==> src/rtl/adcdec_pkg.sv <==
package adcdec_pkg;
  localparam int SAMPLE_W    = 12;
  localparam int SCALE_MUL   = 129;
  localparam int SCALE_SHIFT = 4;
  localparam int NUM_DIGITS  = 5;
  localparam int TARGET_W    = 16;

  typedef enum logic {
    ST_IDLE  = 1'b0,
    ST_COUNT = 1'b1
  } conv_state_e;
endpackage

==> src/rtl/adcdec_rst_sync.sv <==
module adcdec_rst_sync (
  input  logic clk,
  input  logic rst_n,
  output logic rst_n_sync
);
  logic [1:0] sync_q;

  always_ff @(posedge clk or negedge rst_n) begin
    if (!rst_n) sync_q <= 2'b00;
    else        sync_q <= {sync_q[0], 1'b1};
  end

  assign rst_n_sync = sync_q[1];
endmodule

==> src/rtl/adcdec_scale.sv <==
module adcdec_scale #(
  parameter int SAMPLE_W    = adcdec_pkg::SAMPLE_W,
  parameter int SCALE_MUL   = adcdec_pkg::SCALE_MUL,
  parameter int SCALE_SHIFT = adcdec_pkg::SCALE_SHIFT,
  parameter int TARGET_W    = adcdec_pkg::TARGET_W
) (
  input  logic [SAMPLE_W-1:0] sample_i,
  output logic [TARGET_W-1:0] target_o
);
  localparam int PROD_W = SAMPLE_W + $clog2(SCALE_MUL + 1);

  logic [PROD_W-1:0] product;
  logic [PROD_W-1:0] shifted;

  always_comb begin
    product  = {{(PROD_W-SAMPLE_W){1'b0}}, sample_i} * PROD_W'(SCALE_MUL);
    shifted  = product >> SCALE_SHIFT;
    target_o = shifted[TARGET_W-1:0];
  end
endmodule

==> src/rtl/adcdec_bcd_counter.sv <==
module adcdec_bcd_counter #(
  parameter int NUM_DIGITS = adcdec_pkg::NUM_DIGITS
) (
  input  logic                    clk,
  input  logic                    rst_n,
  input  logic                    clr_i,
  input  logic                    inc_i,
  output logic [4*NUM_DIGITS-1:0] count_o
);
  logic [NUM_DIGITS:0] carry;

  assign carry[0] = inc_i;

  for (genvar k = 0; k < NUM_DIGITS; k++) begin : g_digit
    logic [3:0] dig_q;
    logic [3:0] dig_d;
    logic       at_nine;

    assign at_nine      = (dig_q == 4'd9);
    assign carry[k+1]   = carry[k] & at_nine;

    always_comb begin
      dig_d = dig_q;
      if (clr_i)         dig_d = 4'd0;
      else if (carry[k]) dig_d = at_nine ? 4'd0 : dig_q + 4'd1;
    end

    always_ff @(posedge clk or negedge rst_n) begin
      if (!rst_n) dig_q <= 4'd0;
      else        dig_q <= dig_d;
    end

    assign count_o[4*k +: 4] = dig_q;


    digit_range_chk: assert property (@(posedge clk) disable iff (!rst_n)
      dig_q <= 4'd9);


    rollover_carry_chk: assert property (@(posedge clk) disable iff (!rst_n)
      (!clr_i && carry[k] && at_nine) |=> (dig_q == 4'd0));
  end
endmodule

==> src/rtl/adcdec_ctrl.sv <==
module adcdec_ctrl
  import adcdec_pkg::*;
#(
  parameter int TARGET_W = adcdec_pkg::TARGET_W
) (
  input  logic                clk,
  input  logic                rst_n,
  input  logic                start_i,
  input  logic [TARGET_W-1:0] scaled_i,
  output logic                clr_o,
  output logic                inc_o,
  output logic                finish_o,
  output logic                busy_o
);
  conv_state_e         state_q, state_d;
  logic [TARGET_W-1:0] target_q, target_d;
  logic [TARGET_W-1:0] shadow_q, shadow_d;
  logic                accept;
  logic                match;

  assign accept = start_i && (state_q == ST_IDLE);
  assign match  = (shadow_q == target_q);

  always_comb begin
    state_d  = state_q;
    target_d = target_q;
    shadow_d = shadow_q;
    clr_o    = 1'b0;
    inc_o    = 1'b0;
    finish_o = 1'b0;
    unique case (state_q)
      ST_IDLE: begin
        if (accept) begin
          state_d  = ST_COUNT;
          target_d = scaled_i;
          shadow_d = '0;
          clr_o    = 1'b1;
        end
      end
      ST_COUNT: begin
        if (match) begin
          state_d  = ST_IDLE;
          finish_o = 1'b1;
        end else begin
          shadow_d = shadow_q + 1'b1;
          inc_o    = 1'b1;
        end
      end
      default: state_d = ST_IDLE;
    endcase
  end

  always_ff @(posedge clk or negedge rst_n) begin
    if (!rst_n) begin
      state_q  <= ST_IDLE;
      target_q <= '0;
      shadow_q <= '0;
    end else begin
      state_q  <= state_d;
      target_q <= target_d;
      shadow_q <= shadow_d;
    end
  end

  assign busy_o = (state_q == ST_COUNT);


  shadow_bound_chk: assert property (@(posedge clk) disable iff (!rst_n)
    busy_o |-> (shadow_q <= target_q));


  target_hold_chk: assert property (@(posedge clk) disable iff (!rst_n)
    (busy_o && $past(busy_o)) |-> $stable(target_q));
endmodule

==> src/rtl/adc_mv_decimal.sv <==
module adc_mv_decimal
  import adcdec_pkg::*;
#(
  parameter int P_SAMPLE_W    = adcdec_pkg::SAMPLE_W,
  parameter int P_SCALE_MUL   = adcdec_pkg::SCALE_MUL,
  parameter int P_SCALE_SHIFT = adcdec_pkg::SCALE_SHIFT,
  parameter int P_NUM_DIGITS  = adcdec_pkg::NUM_DIGITS,
  parameter int P_TARGET_W    = adcdec_pkg::TARGET_W
) (
  input  logic                      clk,
  input  logic                      rst_n,
  input  logic [P_SAMPLE_W-1:0]     sample_i,
  input  logic                      sample_valid_i,
  output logic                      busy_o,
  output logic [4*P_NUM_DIGITS-1:0] digits_o,
  output logic                      done_o
);
  localparam int DIG_BITS = 4 * P_NUM_DIGITS;

  logic                  rst_n_s;
  logic [P_TARGET_W-1:0] scaled;
  logic                  cnt_clr, cnt_inc, finish;
  logic [DIG_BITS-1:0]   live_count;
  logic [DIG_BITS-1:0]   result_q, result_d;
  logic                  done_q;

  adcdec_rst_sync u_rst_sync (
    .clk        (clk),
    .rst_n      (rst_n),
    .rst_n_sync (rst_n_s)
  );

  adcdec_scale #(
    .SAMPLE_W    (P_SAMPLE_W),
    .SCALE_MUL   (P_SCALE_MUL),
    .SCALE_SHIFT (P_SCALE_SHIFT),
    .TARGET_W    (P_TARGET_W)
  ) u_scale (
    .sample_i (sample_i),
    .target_o (scaled)
  );

  adcdec_ctrl #(
    .TARGET_W (P_TARGET_W)
  ) u_ctrl (
    .clk      (clk),
    .rst_n    (rst_n_s),
    .start_i  (sample_valid_i),
    .scaled_i (scaled),
    .clr_o    (cnt_clr),
    .inc_o    (cnt_inc),
    .finish_o (finish),
    .busy_o   (busy_o)
  );

  adcdec_bcd_counter #(
    .NUM_DIGITS (P_NUM_DIGITS)
  ) u_bcd (
    .clk     (clk),
    .rst_n   (rst_n_s),
    .clr_i   (cnt_clr),
    .inc_i   (cnt_inc),
    .count_o (live_count)
  );

  always_comb begin
    result_d = result_q;
    if (finish) result_d = live_count;
  end

  always_ff @(posedge clk or negedge rst_n_s) begin
    if (!rst_n_s) begin
      result_q <= '0;
      done_q   <= 1'b0;
    end else begin
      result_q <= result_d;
      done_q   <= finish;
    end
  end

  assign digits_o = result_q;
  assign done_o   = done_q;


  done_single_chk: assert property (@(posedge clk) disable iff (!rst_n_s)
    done_q |=> !done_q);


  digits_only_on_done_chk: assert property (@(posedge clk) disable iff (!rst_n_s)
    (result_q != $past(result_q)) |-> done_q);


  busy_low_at_done_chk: assert property (@(posedge clk) disable iff (!rst_n_s)
    done_q |-> !busy_o);
endmodule

==> config.mk <==
export PLATFORM = sky130hd
export DESIGN_NAME = adc_mv_decimal
export DESIGN_NICKNAME = d
export VERILOG_FILES = /design/src/rtl/adcdec_pkg.sv /design/src/rtl/adcdec_rst_sync.sv /design/src/rtl/adcdec_scale.sv /design/src/rtl/adcdec_bcd_counter.sv /design/src/rtl/adcdec_ctrl.sv /design/src/rtl/adc_mv_decimal.sv
export SDC_FILE = /design/constraint.sdc
export NUM_CORES = 1
export LEC_CHECK = 0
export CORE_ASPECT_RATIO = 1.4
export CORE_MARGIN = 2
export CORE_UTILIZATION = 55
export DETAILED_ROUTE_END_ITERATION = 7
export DONT_BUFFER_PORTS = 1
export GPL_ROUTABILITY_DRIVEN = 0
export GPL_TIMING_DRIVEN = 0
export HOLD_SLACK_MARGIN = 0.1
export MAX_ROUTING_LAYER = met4
export PLACE_DENSITY_LB_ADDON = 0.2
export RECOVER_POWER = 50
export SLEW_MARGIN = 5
export SYNTH_ARGS = -nofsm -noshare
export SYNTH_HDL_FRONTEND = slang
export SYNTH_SLANG_ARGS = --single-unit
export TNS_END_PERCENT = 50
==> constraint.sdc <==
create_clock -name clk -period 5.96 [get_ports clk]
set_input_delay 1.192 -clock clk [delete_from_list [all_inputs] [get_ports clk]]
set_output_delay 1.192 -clock clk [all_outputs]
set_load 0.01 [all_outputs]
Word-level counts from Yosys, hierarchy flattened

Cells that the tools add are included.

Flip-flop bits (word level): 76
Input port bits: 15
Output and inout port bits: 22
Word-level logic and storage cells: 64

$add $sub $neg: 6
Multiply operators: 1
Eq/ne operators: 8
Multiplexer cells: 25
Bitwise operators: 5
Reduce and logical (&&, ||, !) cells: 8

Operator list:

| cell                                                                    | number |
|---|---|
| 4-bit 2-to-1 mux                                                        | 15 |
| 16-bit 2-to-1 mux                                                       | 2 |
| 16-bit case mux with 2 select lines                                     | 1 |
| 4-bit by 1-bit adder with 4-bit output, second input constant           | 5 |
| 4-bit == test, second input constant                                    | 5 |
| 12-bit by 8-bit multiplier with 20-bit output, second input constant    | 1 |
| 16-bit by 1-bit adder with 16-bit output, second input constant         | 1 |
| 16-bit == test                                                          | 1 |
| 2-bit nonzero test                                                      | 5 |
| 1-bit 2-to-1 mux                                                        | 6 |
| 1-bit bitwise AND                                                       | 4 |
| 2-bit AND reduction                                                     | 2 |
| 2-bit by 1-bit inequality test with 1-bit output, second input constant | 1 |
| 2-bit inequality test, second input constant                            | 1 |
| 1-bit case mux with 2 select lines                                      | 1 |
| 1-bit logical AND                                                       | 1 |
| 1-bit inverter                                                          | 1 |

Longest topological paths before layout

Depth after elaboration: 9
Mapped depth: 11
Depth with buffers taken out: 11

Hierarchy

From an unflattened synthesis, not the netlist that was laid out.

Cells, all modules: 432
Area, all modules: 4360.4 um^2

Modules (own cells, without submodules):

| module             | times used | cells each | area each (um^2) | seq. area each (um^2) |
|---|---|---|---|---|
| adcdec_ctrl        | 1          | 209        | 1801.7           | 825.8 |
| adcdec_bcd_counter | 1          | 128        | 1211.2           | 500.5 |
| adc_mv_decimal     | 1          | 43         | 848.3            | 525.5 |
| adcdec_scale       | 1          | 49         | 445.4            | 0.0 |
| adcdec_rst_sync    | 1          | 3          | 53.8             | 50.0 |

Worst setup path after synthesis

No wires, ideal clock.

Path type: input -> register
Start: in sample_i[2]
End: reg u_ctrl.target_q[11]
Library setup time: 0.083 ns
Arrival time: 3.214 ns
Data required time: 5.877 ns
Setup slack: 2.663 ns
Stages: 11
Path buffers: 0
Cell sequence: ha_1 > ha_1 > ha_1 > inv_1 > fa_1 > nor2b_1 > o21ai_0 > a21boi_0 > o21ai_0 > xor2_1 > o21ai_0

Word-level cells in the longest chain between the ends: 1

RTL lines:

| element                                       | RTL line             | source |
|---|---|---|
| from (decl)                                   | adc_mv_decimal.sv:12 | `input logic [P_SAMPLE_W-1:0] sample_i,` |
| 12-bit by 8-bit multiplier with 20-bit output | adcdec_scale.sv:16   | `product = {{(PROD_W-SAMPLE_W){1'b0}}, sample_i} * PROD_W'(SCALE_MUL);` |
| to (signal assigned)                          | adcdec_ctrl.sv:60    | `target_q <= target_d;` |
| to (decl)                                     | adcdec_ctrl.sv:16    | `logic [TARGET_W-1:0] target_q, target_d;` |

Every way passes these cells.
A chain may end at the register's enable or synchronous reset.

==> metrics.md <==
| Metric | Value |
|---|---|
| Worst Hold Class | reg -> reg |
| Post-synth EDFFs | 0 |
| Clock-pin transition on the worst setup and hold timing paths | 70 ps |
| Ys flop type | sky130_fd_sc_hd__dfrtp_1 |
| Maxcap violations | 1 |
| Port buffer count | 0 |
| Clock Sinks | 76 |
| Placed Cells incl. Taps | 497 |
| Routed Antenna Nets | 0 |
| Routed via count | 2910 |
| Startpoint-to-endpoint class of the critical path | reg -> async |
| Warnings, synthesis | 0 |
| Net switching power | 0.606 mW |
| Slowest stage cell on the critical path | sky130_fd_sc_hd__clkbuf_1 |
| RSZ-0062 raised after global routing | false |
| Maximum number of buffers from clock root to sink | 2 |
| Clock group share of total power | 0.233 |
| TritonCTS Buffers | 9 |
| Overall fraction of global-route tracks in use | 0.245 |
| #FFs+latches synth | 76 |
| Filler cell count in the final layout | 599 |
| Combinational group share of total power | 0.303 |
| Final clock period utilization by the worst path | 0.571 |
| Global-route wire length before repair | 14200 um |
| Placed Area | 4130 sq um |
| Final Instance Count excl. Fillers | 512 |
| Die span in y | 105 um |
| Critical Path AT | 3290 ps |
| Core footprint | 6980 sq um |
| Number of pins exceeding their max-slew limit in the final report | 52 |
| Remaining routing DRC violations | 0 |
| Starting utilization of the core area | 0.570 |
| Post-synth design cell area | 3980 sq um |
| Maximum clock skew at final layout | 7.29 ps |
| Critical Path End Type | asynchronous set/reset pin |
| Critical Path, Cell by Cell | clkbuf_1 |
| Final Hold Viols | 0 |
| Synthesized Nets | 443 |
| Initial antenna violation count | 0 |
| Internal Power | 1.04 mW |
| Pin count of the biggest net entering global routing | 52 |
| Post-CTS Setup Bufs | 0 |
| Distinct cell type count after synthesis | 50 |
| Final cell utilization of the core | 0.613 |
| Net Sw Frac | 0.367 |
| Worst path max stage delay | 1970 ps |
| Number of nets in the layout | 455 |
| CTS tree | yes |
| Fraction of final layout cells with drive strength greater than 1 | 0.0935 |
| Maximum fanout along the worst path | 51 |
| Sequential group share of total power | 0.464 |
| Insertion delay to the later sink of the worst-skew pair | 350 ps |
| Number of DRC markers after the initial detailed-route iteration | 168 |
| Cell family with most CP delay | buffers and inverters |
| Number of top-level pins | 37 |
| Area growth from synthesis to layout | 7.71% |
| Worst-margin pin slew | 2680 ps |
| Die W | 75.9 um |
| Total non-filler cell area in the finished layout | 4280 sq um |
| Clock root buffer | sky130_fd_sc_hd__clkbuf_8 |
| Overall die area | 7940 sq um |
| Power density cells | 385 nW/um^2 |
| Count of mapped cells out of synthesis | 401 |
| Aggregate global routing overflow | 0 |
| Minimum hold slack | 350 ps |
| Number of diodes | 0 |
| Vias/cell | 5.68 |
| Wire length per cell after detailed routing | 16.4 um |
| Footprint of the multi-input gates | 1960 sq um |
| Cts hold-fix bufs | 0 |
| Post-detailed-routing wire length | 8400 um |
| Post-detail-place hpwl | 6230 um |
| Fraction of registers with async set or reset after synthesis | 1.00 |
| Fraction of the yosys area taken by sequential cells | 0.478 |
| Leakage dissipation | 1.98 nW |
| Headroom to the max-slew limit | -0.785 |
| Max Clk Rate | 0.294 GHz |
| H-Tree Depth | 3 |
| Cell row count | 36 |
| Setup TNS | 0 ps |
| Final count of negative-setup-slack endpoints | 0 |
| Worst slack after detailed placement | 2340 ps |
| Final period demand of the worst path | 3400 ps |
| Bufs and invs on worst path | 1 |
| Final total power | 1.65 mW |
| DR pass1 iterations | 4 |
| Post-synthesis area per instance | 9.92 sq um |
| # resized after CTS | 0 |
| Area taken by flip-flops and latches | 1900 sq um |
| Status | finished, violations left |
| Data required time at the worst endpoint | 5850 ps |
| Worst-case setup margin in the final layout | 2560 ps |
| Number of global-route vias before repair | 2981 |
| Largest vdd supply drop | 0.167 mV |
| Violations in the final reports | capacitance limit, slew limit |
| Type of element launching the critical path | flip-flop |
## power groups by stage
stage          Combinational, mW  Sequential (mW)  Clock, mW
6_report                   0.500            0.766      0.384
4_1_cts                    0.508            0.767      0.390
3_5_place_dp               0.502            0.777          0
3_3_place_gp               0.476            0.777          0
2_1_floorplan              0.386            0.747          0
5_1_grt                    0.568            0.786      0.416
## area by class of cell
type                            count  area share
Multi-Input combinational cell    298       0.458
Sequential cell                    76       0.444
Clock buffer                       13      0.0348
Tap cell                           95      0.0278
Buffer                             14      0.0149
Inverter                           13      0.0114
Clock inverter                      2     0.00818
Timing Repair Buffer                1    0.000876
## cell families (layout without fill, tap and decap cells)
family | Yosys count | count (layout) | share of synthesized area
simple gates | 148 | 148 | 0.171
compound gates | 78 | 78 | 0.127
flops | 76 | 76 | 0.478
other cells | 1 | 1 | 0.000943
xor+xnor | 23 | 23 | 0.0507
fa+ha+maj | 27 | 27 | 0.0868
buf+inv | 27 | 43 | 0.0283
mux | 21 | 21 | 0.0576
## sequential cells by signal (all words and copies together), names as in the netlist
| name | flops |
|---|---|
| u_ctrl.shadow_q | 16 |
| u_bcd.g_digit.dig_q | 20 |
| u_ctrl.busy_o | 1 |
| u_ctrl.target_q | 16 |
| u_rst_sync.sync_q | 2 |
| digits_o | 20 |
| done_o | 1 |
## path summary, 6_finish.rpt
path	startpoint	slack (ps)	endpoint	depth (start not counted)
min reg2reg	u_rst_sync.sync_q[0]	350	u_rst_sync.sync_q[1]	0
min in group asynchronous	u_rst_sync.sync_q[1]	390	u_ctrl.target_q[13]	0
max in group clk	sample_i[2]	2710	u_ctrl.target_q[13]	11
min	u_rst_sync.sync_q[0]	350	u_rst_sync.sync_q[1]	0
max	u_rst_sync.sync_q[1]	2560	u_bcd.g_digit[3].dig_q[1]	1
max reg2reg	u_rst_sync.sync_q[1]	2560	u_bcd.g_digit[3].dig_q[1]	1
## synthesized netlist by cell type, drive strengths merged, types with 5 or more instances
| master | count | area, sq um |
|---|---|---|
| dfrtp | 76 | 1900 |
| nand2 | 71 | 267 |
| o21ai | 36 | 180 |
| nor2 | 27 | 109 |
| ha | 26 | 325 |
| nand3 | 20 | 105 |
| xnor2 | 18 | 158 |
| mux2 | 15 | 169 |
| inv | 13 | 48.8 |
| a21oi | 10 | 50.1 |
| clkbuf | 9 | 33.8 |
| o31ai | 9 | 67.6 |
| mux2i | 6 | 60.1 |
| buf | 5 | 30.0 |
| nor3 | 5 | 30.0 |
| xor2 | 5 | 43.8 |
## per-layer routing
metal,wire [um],share of wire,up-vias,track usage
li1,-,-,1417,-
met1,3220,0.38,1405,0.277
met2,4570,0.54,71,0.403
met3,409,0.049,17,0.0646
met4,195,0.023,0,0.0965
met5,0,0,-,-
## placed cells by master (no fill, tap or decap), types with 2 or more instances in the layout
| cell type | instances |
|---|---|
| sky130_fd_sc_hd__or3_1 | 2 |
| sky130_fd_sc_hd__o21ai_1 | 18 |
| sky130_fd_sc_hd__nor2_1 | 26 |
| sky130_fd_sc_hd__mux2_2 | 15 |
| sky130_fd_sc_hd__clkbuf_1 | 13 |
| sky130_fd_sc_hd__o21ai_0 | 18 |
| sky130_fd_sc_hd__nand2_1 | 71 |
| sky130_fd_sc_hd__nand2b_1 | 2 |
| sky130_fd_sc_hd__o211ai_1 | 4 |
| sky130_fd_sc_hd__nor3b_1 | 3 |
| sky130_fd_sc_hd__inv_1 | 12 |
| sky130_fd_sc_hd__o22ai_1 | 2 |
| sky130_fd_sc_hd__xnor2_1 | 18 |
| sky130_fd_sc_hd__nand3_1 | 19 |
| sky130_fd_sc_hd__xor2_1 | 5 |
| sky130_fd_sc_hd__buf_4 | 2 |
| sky130_fd_sc_hd__o41ai_1 | 2 |
| sky130_fd_sc_hd__and3_1 | 2 |
| sky130_fd_sc_hd__clkbuf_8 | 10 |
| sky130_fd_sc_hd__ha_1 | 26 |
| sky130_fd_sc_hd__nor2b_1 | 4 |
| sky130_fd_sc_hd__buf_2 | 3 |
| sky130_fd_sc_hd__a31o_1 | 2 |
| sky130_fd_sc_hd__dfrtp_1 | 76 |
| sky130_fd_sc_hd__a21oi_1 | 10 |
| sky130_fd_sc_hd__nor3_1 | 4 |
| sky130_fd_sc_hd__o31ai_1 | 9 |
| sky130_fd_sc_hd__mux2i_1 | 6 |
| sky130_fd_sc_hd__nand4_1 | 4 |
| sky130_fd_sc_hd__a21o_1 | 3 |
| sky130_fd_sc_hd__nor4_1 | 4 |
(Power assumes the default switching activity.)
